`src/rtl/da_filter_pkg.sv`:
```
package da_filter_pkg;
   localparam int unsigned OCTET_W = 8;
   // Reflected form of generator 0x04C11DB7
   localparam logic [31:0] CRC_POLY_REFL = 32'hEDB8_8320;
   localparam logic [31:0] CRC_PRESET    = 32'hFFFF_FFFF;

   typedef struct packed {
      logic own_hit;
      logic all_ones;
      logic group;
   } da_flags_t;
endpackage

```
`src/rtl/da_byte_tracker.sv`:
```
module da_byte_tracker #(
   parameter int unsigned ADDR_BYTES = 6,
   localparam int unsigned CNT_W = $clog2(ADDR_BYTES + 1)
) (
   input  logic             clk,
   input  logic             rst_n,
   input  logic             byte_vld,
   input  logic             byte_sof,
   output logic             start,
   output logic             take,
   output logic             first,
   output logic             last,
   output logic [CNT_W-1:0] idx
);
   logic [CNT_W-1:0] cnt_q;

   always_comb begin
      start = byte_vld & byte_sof;
      idx   = start ? '0 : cnt_q;
      take  = byte_vld & (start | (cnt_q < CNT_W'(ADDR_BYTES)));
      first = take & (idx == '0);
      last  = take & (idx == CNT_W'(ADDR_BYTES - 1));
   end

   // Reset parks the counter at "done" so nothing counts before a marker
   always_ff @(posedge clk or negedge rst_n) begin
      if (!rst_n)
         cnt_q <= CNT_W'(ADDR_BYTES);
      else if (take)
         cnt_q <= idx + CNT_W'(1);
   end
endmodule

```
`src/rtl/da_crc_unit.sv`:
```
module da_crc_unit
   import da_filter_pkg::*;
#(
   parameter int unsigned HASH_BITS = 6,
   parameter logic [31:0] POLY      = CRC_POLY_REFL,
   parameter logic [31:0] PRESET    = CRC_PRESET
) (
   input  logic                 clk,
   input  logic                 rst_n,
   input  logic                 start,
   input  logic                 take,
   input  logic [OCTET_W-1:0]   data,
   output logic [HASH_BITS-1:0] hash_nxt
);
   logic [31:0] crc_q;
   logic [31:0] stage [OCTET_W+1];

   assign stage[0] = start ? PRESET : crc_q;

   // One reflected shift per data bit, LSB of the octet first
   for (genvar g = 0; g < OCTET_W; g++) begin : g_bit
      logic fb;
      assign fb           = stage[g][0] ^ data[g];
      assign stage[g+1]   = (stage[g] >> 1) ^ (fb ? POLY : 32'h0);
   end

   // Reflected bit k holds normal-form bit 31-k
   for (genvar k = 0; k < HASH_BITS; k++) begin : g_hash
      assign hash_nxt[HASH_BITS-1-k] = stage[OCTET_W][k];
   end

   always_ff @(posedge clk or negedge rst_n) begin
      if (!rst_n)
         crc_q <= PRESET;
      else if (take)
         crc_q <= stage[OCTET_W];
   end
endmodule

```
`src/rtl/da_addr_match.sv`:
```
module da_addr_match
   import da_filter_pkg::*;
#(
   parameter int unsigned ADDR_BYTES = 6,
   localparam int unsigned CNT_W  = $clog2(ADDR_BYTES + 1),
   localparam int unsigned ADDR_W = OCTET_W * ADDR_BYTES
) (
   input  logic               clk,
   input  logic               rst_n,
   input  logic               start,
   input  logic               take,
   input  logic               first,
   input  logic [CNT_W-1:0]   idx,
   input  logic [OCTET_W-1:0] data,
   input  logic [ADDR_W-1:0]  own_addr,
   output da_flags_t          flags_nxt
);
   logic [OCTET_W-1:0] own_oct [ADDR_BYTES];
   logic [OCTET_W-1:0] own_byte;
   da_flags_t          flags_q;
   da_flags_t          base;

   for (genvar g = 0; g < ADDR_BYTES; g++) begin : g_oct
      assign own_oct[g] = own_addr[OCTET_W*g +: OCTET_W];
   end

   always_comb begin
      own_byte = '0;
      for (int i = 0; i < ADDR_BYTES; i++)
         if (idx == CNT_W'(i)) own_byte = own_oct[i];
      if (start) begin
         base.own_hit  = 1'b1;
         base.all_ones = 1'b1;
         base.group    = 1'b0;
      end else begin
         base = flags_q;
      end
      flags_nxt.own_hit  = base.own_hit & (data == own_byte);
      flags_nxt.all_ones = base.all_ones & (&data);
      flags_nxt.group    = first ? data[0] : base.group;
   end

   always_ff @(posedge clk or negedge rst_n) begin
      if (!rst_n)
         flags_q <= '0;
      else if (take)
         flags_q <= flags_nxt;
   end
endmodule

```
`src/rtl/da_filter.sv`:
```
module da_filter
   import da_filter_pkg::*;
#(
   parameter int unsigned ADDR_BYTES = 6,
   parameter int unsigned HASH_BITS  = 6,
   localparam int unsigned TABLE_W = 1 << HASH_BITS,
   localparam int unsigned ADDR_W  = OCTET_W * ADDR_BYTES,
   localparam int unsigned CNT_W   = $clog2(ADDR_BYTES + 1)
) (
   input  logic               clk,
   input  logic               rst_n,
   input  logic               byte_vld,
   input  logic               byte_sof,
   input  logic [OCTET_W-1:0] byte_data,
   input  logic [ADDR_W-1:0]  own_addr,
   input  logic [TABLE_W-1:0] hash_table,
   input  logic               allmulti_en,
   input  logic               promisc_en,
   output logic               decision_vld,
   output logic               accept,
   output logic               is_bcast,
   output logic               is_mcast
);
   if (ADDR_BYTES < 1 || ADDR_BYTES > 16) begin : g_bad_addr
      $error("da_filter: ADDR_BYTES out of range");
   end
   if (HASH_BITS < 1 || HASH_BITS > 12) begin : g_bad_hash
      $error("da_filter: HASH_BITS out of range");
   end

   logic             start, take, first, last;
   logic [CNT_W-1:0] idx;
   logic [HASH_BITS-1:0] hash_nxt;
   da_flags_t        flags_nxt;
   logic             acc_nxt;

   da_byte_tracker #(.ADDR_BYTES(ADDR_BYTES)) i_tracker (
      .clk(clk), .rst_n(rst_n), .byte_vld(byte_vld), .byte_sof(byte_sof),
      .start(start), .take(take), .first(first), .last(last), .idx(idx)
   );

   da_crc_unit #(.HASH_BITS(HASH_BITS)) i_crc (
      .clk(clk), .rst_n(rst_n), .start(start), .take(take),
      .data(byte_data), .hash_nxt(hash_nxt)
   );

   da_addr_match #(.ADDR_BYTES(ADDR_BYTES)) i_match (
      .clk(clk), .rst_n(rst_n), .start(start), .take(take), .first(first),
      .idx(idx), .data(byte_data), .own_addr(own_addr), .flags_nxt(flags_nxt)
   );

   always_comb begin
      acc_nxt = promisc_en | flags_nxt.own_hit | flags_nxt.all_ones |
                (flags_nxt.group & (allmulti_en | hash_table[hash_nxt]));
   end

   always_ff @(posedge clk or negedge rst_n) begin
      if (!rst_n) begin
         decision_vld <= 1'b0;
         accept       <= 1'b0;
         is_bcast     <= 1'b0;
         is_mcast     <= 1'b0;
      end else if (last) begin
         decision_vld <= 1'b1;
         accept       <= acc_nxt;
         is_bcast     <= flags_nxt.all_ones;
         is_mcast     <= flags_nxt.group;
      end else if (start) begin
         decision_vld <= 1'b0;
         accept       <= 1'b0;
         is_bcast     <= 1'b0;
         is_mcast     <= 1'b0;
      end
   end
endmodule

```
`config.mk`:
```
export PLATFORM = sky130hd
export DESIGN_NAME = da_filter
export DESIGN_NICKNAME = d
export VERILOG_FILES = /design/src/rtl/da_filter_pkg.sv /design/src/rtl/da_byte_tracker.sv /design/src/rtl/da_crc_unit.sv /design/src/rtl/da_addr_match.sv /design/src/rtl/da_filter.sv
export SDC_FILE = /design/constraint.sdc
export NUM_CORES = 1
export LEC_CHECK = 0
export BUFFER_PORTS_ARGS = -buffer_cell sky130_fd_sc_hd__buf_2
export CAP_MARGIN = 20
export CORE_MARGIN = 5
export CORE_UTILIZATION = 57
export DETAILED_ROUTE_END_ITERATION = 7
export PLACE_DENSITY = 0.85
export SYNTH_ARGS = -nofsm -noshare
export SYNTH_HDL_FRONTEND = slang
export SYNTH_HIERARCHICAL = 1
export SYNTH_SLANG_ARGS = --single-unit
```
`constraint.sdc`:
```
create_clock -name clk -period 4.8 [get_ports clk]
set_input_delay 0.72 -clock clk [delete_from_list [all_inputs] [get_ports clk]]
set_output_delay 0.72 -clock clk [all_outputs]
set_load 0.005 [all_outputs]
```
==> results of run 1 <==
layout by cell type, fill, tap and decap left out, drive strengths merged, types with 2 or more instances in the layout:
master / count
buf: 139
inv: 13
mux2: 29
o22a: 2
o221ai: 2
nor3: 7
nand2b: 4
nand2: 20
and2: 2
dfrtp: 8
a2111oi: 4
xor2: 19
nand3: 5
nor2: 62
a221oi: 2
mux4: 19
mux2i: 12
o21a: 4
a21oi: 18
nor3b: 2
o21ai: 12
nand4: 4
nor2b: 5
a211oi: 2
o22ai: 6
xnor3: 4
and3b: 3
a22o: 3
clkbuf: 7
xnor2: 71
dfstp: 34
ha: 3
cell families (layout without fill, tap and decap cells):
| family | Yosys count | in the layout | share of synthesized area |
|---|---|---|---|
| AO/OA/AOI/OAI | 67 | 67 | 0.1116 |
| XOR/XNOR | 94 | 94 | 0.2191 |
| adder cells (fa/ha/maj) | 3 | 3 | 0.008694 |
| buffers and inverters | 51 | 161 | 0.06375 |
| flip-flops | 42 | 42 | 0.2533 |
| multiplexers | 60 | 60 | 0.2156 |
| AND/OR/NAND/NOR | 118 | 118 | 0.1281 |
worst register-to-register path: cells and delay by family (launching register included):
| family | cells | cell delay [ns] |
|---|---|---|
| AO/OA/AOI/OAI | 1 | 0.18 |
| XOR/XNOR | 4 | 0.87 |
| buffers and inverters | 1 | 0.28 |
| flip-flops | 1 | 0.63 |
| multiplexers | 2 | 1.09 |
| AND/OR/NAND/NOR | 2 | 0.19 |
metrics by stage:
stage	cell area (um^2)	setup WS, ns	utilization	power (uW)	instances
detailed placement	4947	0.7135	0.6749	4224	636
CTS	5054	0.9916	0.6894	4539	644
global placement	4947	0.8604	0.6749	4087	636
global route	5054	0.7565	0.6894	4820	644
floorplan	4318	1.062	-	3772	435
finish	5054	0.9693	0.6894	4534	644
flip-flops by register name (all words and copies together) (netlist names):
register	cells
is_mcast	1
decision_vld	1
accept	1
i_match/flags_q	3
is_bcast	1
i_tracker/cnt_q	3
i_crc/crc_q	32
metal layers:
layer  part of all wire  GRT usage
met1               0.39     0.2871
met2               0.49     0.4262
met3              0.078    0.05612
met4              0.039     0.1058
met5                  0          0
worst paths after layout:
check | start | end | slack [ns]
max | byte_vld | accept$_DFFE_PN0P_ | 0.97
min | decision_vld$_DFFE_PN0P_ | decision_vld$_DFFE_PN0P_ | 0.48
max reg2reg | i_crc/crc_q[2]$_DFFE_PN1P_ | accept$_DFFE_PN0P_ | 1.43
min reg2reg | decision_vld$_DFFE_PN0P_ | decision_vld$_DFFE_PN0P_ | 0.48
max in group asynchronous | rst_n | accept$_DFFE_PN0P_ | 3.69
min in group asynchronous | rst_n | decision_vld$_DFFE_PN0P_ | 0.54
power groups by stage:
| stage | Combinational, uW | Sequential, uW | Clock [uW] |
|---|---|---|---|
| final | 3460 | 797 | 276 |
| after global routing | 3700 | 820 | 295 |
| after CTS | 3460 | 798 | 281 |
| after detailed placement | 3420 | 802 | 0 |
| after global placement | 3300 | 789 | 0 |
| after floorplan | 3060 | 715 | 0 |
layout make-up:
cell class	count	area share
clock inverters	1	0.005942
inverters	14	0.01040
clock buffers	7	0.01510
well taps	99	0.02451
repair buffers	139	0.1426
multi-input cells	342	0.5850
flip-flops and latches	42	0.2164
==> metrics.md, run 1 <==
| Metric | Value |
|---|---|
| Layout fillers | `551` |
| Die X-Extent | `about 97 um` |
| Sum of net half-perimeters after detailed placement | `9036 um` |
| Net Sw Frac | `0.4102` |
| Number of CTS-inserted buffers | `5` |
| Post-synthesis average cell area | `9.926 um^2` |
| Number of distinct standard cells referenced by the synthesized netlist | `62` |
| 1st-iter DRT viols | `195` |
| Area share of the largest cell type after synthesis | `0.2069` |
| Crit Path Category | `in2reg` |
| Clock transition at the registers of the reported paths | `0.08 ns` |
| Buf/Inv on CP | `3` |
| Nets in the synthesized netlist | `564` |
| Final worst hold slack | `between 0.4 and 0.5 ns` |
| Clock power frac | `0.061` |
| Sum of overflow across all layers after global routing | `0` |
| Total area of multi-input combinational cells | `between 2000 and 3000 um^2` |
| Dominant cell by count in the synthesized netlist | `sky130_fd_sc_hd__xnor2_1` |
| Detailed-route DRC error count | `0` |
| Commonest cells post-synth | `sky130_fd_sc_hd__xnor2_1, sky130_fd_sc_hd__nor2_1, sky130_fd_sc_hd__dfstp_2` |
| Number of hold buffers added after cts | `0` |
| Sequential fraction of design power | `0.176` |
| Global routing usage summed across all routing layers | `0.2447` |
| Count of cells resized by post-cts repair | `0` |
| Count of buffers inserted at the top-level ports | `129` |
| Flip-flop cell with the highest count after synthesis | `sky130_fd_sc_hd__dfstp_2` |
| Shortest period the worst path allows | `roughly 3.8 ns` |
| Top cell family by delay on the critical path | `multiplexers` |
| Data required time at the worst endpoint | `4.97 ns` |
| Library cell appearing most often on the critical path | `sky130_fd_sc_hd__xnor2_2` |
| Outcome | `completed` |
| Wire length after detailed routing | `11740 um` |
| Worst min-delay path class | `reg2reg` |
| CP Capture Type | `flop` |
| Ordered cell list for the critical path | `buf_2 -> nand2_1 -> inv_1 -> nor2_1 -> xnor2_2 -> xnor2_1 -> xnor2_2 -> buf_4 -> mux4_1 -> mux4_2 -> o211ai_1 -> nand4_1` |
| Combinational group share of total power | `0.763` |
| Max VDD drop | `0.0005667 V` |
| Routed Antenna Nets | `0` |
| Total number of nets in the final design | `673` |
| Total number of H-tree levels | `2` |
| Crit Path Max Fanout | `17` |
| Aggregate negative setup slack | `0 ns` |
| Post-synthesis async set-or-reset flop share | `1.000` |
| Critical path depth | `12` |
| Post-CTS Repair Setup Buffers | `0` |
| Initial Utilization | `0.5890` |
| Power density over cell area | `897.3 nW/um^2` |
| Share of the yosys chip area belonging to registers | `0.2533` |
| Gate Count Post-Synth | `435` |
| Final setup violation count | `0` |
| Fin crit share | `0.7981` |
| Number of vias per cell | `5.884` |
| Clock Skews | `0.008852 ns` |
| Combined flip-flop and latch cell area | `1094 um^2` |
| Leak pwr | `0.002253 uW` |
| Largest area contributor in the netlist | `sky130_fd_sc_hd__dfstp_2` |
| Pin count of the biggest net entering global routing | `47` |
| Maximum count of clock buffers along a single path | `2` |
| Total vias in the final route | `~3800` |
| Post-synth EDFFs | `0` |
| Die area | `9416 um^2` |
| Share of final-layout standard cells stronger than drive strength 1 | `0.4183` |
| CTS sink count | `42` |
| Top post-synthesis cells by area | `sky130_fd_sc_hd__dfstp_2, sky130_fd_sc_hd__xnor2_1, sky130_fd_sc_hd__mux4_1` |
| Vias in the first global route | `~4000` |
| Die Y | `97.04 um` |
| Count of final hold-check violations | `0` |
| Unrepaired setup endpoints after global routing | `no` |
| Final Max Slew Viols | `0` |
| CP arrival | `4.00 ns` |
| FMAX | `0.2611 GHz` |
| Detailed-route wire length per cell | `around 18 um` |
| Internal Power | `2674 uW` |
| Logic depth of the worst register-to-register path | `10` |
| Detailed Routing Iterations Pass 1 | `5` |
| Worst hold stages | `1` |
| Netlist Area Pre-Place | `about 4300 um^2` |
| Initial antenna violation count | `0` |
| Max-capacitance violation count | `0` |
| Measured slew at the worst slew-check pin | `0.9118 ns` |
| Worst-Skew Late Latency | `0.30 ns` |
| Global placer's final weighted congestion | `0.9319` |
| Diodes inserted | `0` |
| First-pass GRT wire length | `19030 um` |
| Placeable core region | `7331 um^2` |
| Switching component of the power | `1860 uW` |
| Placement Rows | `31` |
| CP peak stage delay | `0.61 ns` |
| Max-slew headroom at the worst pin | `0.3921` |
| Layout Area Growth over Synthesis | `17.04%` |
| Critical path startpoint category | `primary input` |
| Clock root buffer | `sky130_fd_sc_hd__clkbuf_8` |
| Slowest library cell on the worst path | `sky130_fd_sc_hd__mux4_1` |
| Number of top-level design ports | `130` |
| CTS tree | `built` |
| YS warnings | `6` |
| Number of synthesized register bits | `42` |
Power figures use the tool's default switching activity.
==> run 2: changes to the inputs <==
- ABC_AREA: not set -> 1
- CORE_UTILIZATION: 57 -> 54
- PLACE_DENSITY: 0.85 -> 0.81
- clock period: 4.8 -> 3.8 ns (I/O delays scaled with it)
==> run 2 against run 1 <==
  * Cell area rose by 3.8%
  * Via count rose by 37%
  * Combinational power fell by 5%
  * Critical endpoint unchanged
==> metrics.md, run 2 <==
| Metric | Value |
|---|---|
| Biggest regs | `i_crc/crc_q: 32 flops, i_match/flags_q: 3 flops, i_tracker/cnt_q: 3 flops` |
| Total vias in the final route | `5198` |
| Worst min-delay path class | `in2async` |
| Outcome | `completed` |
| Initial Utilization | `0.5514` |
| Total number of H-tree levels | `2` |
| Measured slew at the worst slew-check pin | `0.9658 ns` |
| Most flops, register | `i_crc/crc_q` |
| Max FFs per register | `32` |
| Count of buffers inserted at the top-level ports | `approximately 130` |
| Netlist Area Pre-Place | `4508 um^2` |
| Sum of net half-perimeters after detailed placement | `about 10000 um` |
| Switching component of the power | `2424 uW` |
| Highest-count cells in the layout ignoring fill and taps | `sky130_fd_sc_hd__nand2_1, sky130_fd_sc_hd__buf_2, sky130_fd_sc_hd__nand3_1` |
| Clock Skews | `0.01481 ns` |
| Aggregate negative setup slack | `0 ns` |
| Final setup violation count | `0` |
| Net Sw Frac | `0.5401` |
| Maximum count of clock buffers along a single path | `2` |
| Critical path startpoint category | `primary input` |
| Shortest period the worst path allows | `3.135 ns` |
| Gate Count Post-Synth | `about 750` |
| Number of distinct standard cells referenced by the synthesized netlist | `41` |
| Number of synthesized register bits | `42` |
| Worst-Skew Late Latency | `roughly 0.31 ns` |
| FMAX | `0.3190 GHz` |
| Placement Rows | `33` |
| Share of the yosys chip area belonging to registers | `0.2426` |
| Internal Power | `2064 uW` |
| Total number of nets in the final design | `998` |
| 1st-iter DRT viols | `296` |
| Flip-flop cell with the highest count after synthesis | `sky130_fd_sc_hd__dfstp_2` |
| Initial antenna violation count | `0` |
| Detailed Routing Iterations Pass 1 | `5` |
| Top post-synthesis cells by area | `sky130_fd_sc_hd__nand2_1, sky130_fd_sc_hd__dfstp_2, sky130_fd_sc_hd__nand3_1` |
| Diodes inserted | `0` |
| Fin crit share | `0.8249` |
| Combinational group share of total power | `0.731` |
| CP arrival | `3.33 ns` |
| Global routing usage summed across all routing layers | `0.2482` |
| Count of cells resized by post-cts repair | `0` |
| Most common cell after layout, fill and taps aside | `sky130_fd_sc_hd__nand2_1` |
| Largest area contributor in the netlist | `sky130_fd_sc_hd__nand2_1` |
| Crit Path Category | `in2reg` |
| Sum of overflow across all layers after global routing | `0` |
| Final Max Slew Viols | `0` |
| Max-slew headroom at the worst pin | `0.3561` |
| Post-synthesis average cell area | `5.995 um^2` |
| Die X-Extent | `101.4 um` |
| Share of final-layout standard cells stronger than drive strength 1 | `0.2540` |
| Leak pwr | `approximately 0.0029 uW` |
| Power density over cell area | `855.3 nW/um^2` |
| Sequential fraction of design power | `0.203` |
| Detailed-route wire length per cell | `13.30 um` |
| Number of top-level design ports | `130` |
| Placeable core region | `8175 um^2` |
| Clock transition at the registers of the reported paths | `roughly 0.08 ns` |
| Vias in the first global route | `approximately 4800` |
| Detailed-route DRC error count | `0` |
| CP Capture Type | `flop` |
| Standard cell area after detailed placement | `5157 um^2` |
| Area share of the largest cell type after synthesis | `0.2581` |
| Wire length after detailed routing | `12960 um` |
| Post-route standard cell area excluding fillers | `~5200 um^2` |
| First-pass GRT wire length | `21180 um` |
| Dominant cell by count in the synthesized netlist | `sky130_fd_sc_hd__nand2_1` |
| Data required time at the worst endpoint | `4.00 ns` |
| Global placer's final weighted congestion | `between 0.9 and 1` |
| Total power of the final layout | `roughly 4500 uW` |
| Max VDD drop | `a little under 0.0005 V` |
| Max-capacitance violation count | `0` |
| Number of vias per cell | `5.331` |
| End-of-flow core utilization | `0.6419` |
| CTS tree | `built` |
| Clock root buffer | `sky130_fd_sc_hd__clkbuf_8` |
| Nets in the synthesized netlist | `approximately 900` |
| Die area | `10280 um^2` |
| Number of hold buffers added after cts | `0` |
| Clock power frac | `0.066` |
| Layout Area Growth over Synthesis | `16.40%` |
| Die Y | `101.4 um` |
| Post-synth EDFFs | `0` |
| Post-synthesis async set-or-reset flop share | `1.000` |
| Unrepaired setup endpoints after global routing | `no` |
| YS warnings | `6` |
| CTS sink count | `42` |
| Count of final hold-check violations | `0` |
| Crit Path Max Fanout | `32` |
| Pin count of the biggest net entering global routing | `between 40 and 50` |
| Number of CTS-inserted buffers | `5` |
| Post-CTS Repair Setup Buffers | `0` |
| Commonest cells post-synth | `sky130_fd_sc_hd__nand2_1, sky130_fd_sc_hd__nand3_1, sky130_fd_sc_hd__inv_1` |
| Routed Antenna Nets | `0` |
[run 2: cell types whose count changed after synthesis, sizes merged, moves of 6 or more]
| cell | change |
|---|---|
| nand2 | +301 |
| mux2 | -29 |
| o22ai | -6 |
| o21ai | +19 |
| or2 | +7 |
| inv | +58 |
| mux4 | -19 |
| nand4 | +13 |
| mux2i | -12 |
| a21oi | -11 |
| nand3 | +102 |
| xnor2 | -56 |
[run 2: area by class of cell]
cell class                      instances  area (um^2)
Fill cell                             830         2928
Multi-Input combinational cell        607         2918
Sequential cell                        42         1094
Timing Repair Buffer                  142        743.2
Inverter                               71        271.5
Tap cell                              105        131.4
Clock buffer                            5        68.82
Clock inverter                          3        21.27
[run 2: path summary, 6_finish.rpt]
path | cells after the start | from | endpoint | slack (ns)
max in group asynchronous | 1 | rst_n | i_tracker/cnt_q[0]$_DFFE_PN0P_ | 2.77
worst max-delay path | 23 | byte_vld | accept$_DFFE_PN0P_ | 0.67
worst min register to register | 2 | i_crc/crc_q[16]$_DFFE_PN1P_ | i_crc/crc_q[16]$_DFFE_PN1P_ | 0.47
worst min-delay path | 1 | rst_n | i_match/flags_q[2]$_DFFE_PN0P_ | 0.44
min in group clk | 2 | i_crc/crc_q[16]$_DFFE_PN1P_ | i_crc/crc_q[16]$_DFFE_PN1P_ | 0.47
worst max register to register | 20 | i_crc/crc_q[4]$_DFFE_PN1P_ | accept$_DFFE_PN0P_ | 1.07
[run 2: metrics by stage]
step	instances	setup WS (ns)	hold WS, ns
floorplan	752	0.9787	0.2744
global placement	967	0.5610	0.4561
detailed placement	967	0.3643	0.4563
CTS	975	0.6844	0.4411
global route	975	0.3220	0.4855
finish	975	0.6654	0.4352
[run 2: per-layer routing]
metal  wire length, um  part of all wire  GRT usage  vias to the layer above
met5                 0                 0          0                        -
met4               191             0.015    0.06237                        0
met3               818             0.063    0.03444                       19
met2              6470              0.50     0.4447                      157
met1              5484              0.42     0.3136                     2420
li1                  -                 -          -                     2602
[run 2: power by group through the flow]
stage	Combinational, uW	Clock, uW	Sequential (uW)
4_1_cts	3270	307	912
5_1_grt	3730	324	938
2_1_floorplan	2790	0	879
3_3_place_gp	3150	0	909
6_report	3280	296	913
3_5_place_dp	3250	0	918
[run 2: logic make-up after synthesis]
kind of cell	after synthesis	synth area share
AND/OR/NAND/NOR	517	0.4940
buffers and inverters	103	0.1102
AO/OA/AOI/OAI	48	0.05995
flip-flops	42	0.2426
XOR/XNOR	39	0.08493
adder cells (fa/ha/maj)	3	0.008327
[run 2: critical path: stages]
cell	delay, ns
sky130_fd_sc_hd__buf_2	0.13
sky130_fd_sc_hd__nand2_2	0.10
sky130_fd_sc_hd__inv_2	0.37
sky130_fd_sc_hd__o21ai_1	0.15
sky130_fd_sc_hd__nand2_2	0.20
sky130_fd_sc_hd__inv_2	0.07
sky130_fd_sc_hd__nand2_1	0.09
sky130_fd_sc_hd__nand2_1	0.10
sky130_fd_sc_hd__nor2_1	0.21
sky130_fd_sc_hd__inv_1	0.09
sky130_fd_sc_hd__nand3_1	0.07
sky130_fd_sc_hd__nand2_1	0.14
sky130_fd_sc_hd__buf_4	0.27
sky130_fd_sc_hd__nand2_1	0.09
sky130_fd_sc_hd__nand3_1	0.08
sky130_fd_sc_hd__nand3_1	0.09
sky130_fd_sc_hd__nand2_1	0.06
sky130_fd_sc_hd__nand2_1	0.05
sky130_fd_sc_hd__nand3_1	0.09
sky130_fd_sc_hd__nand3_1	0.10
sky130_fd_sc_hd__nand3_1	0.07
sky130_fd_sc_hd__nand2_1	0.06
sky130_fd_sc_hd__nand2_1	0.04
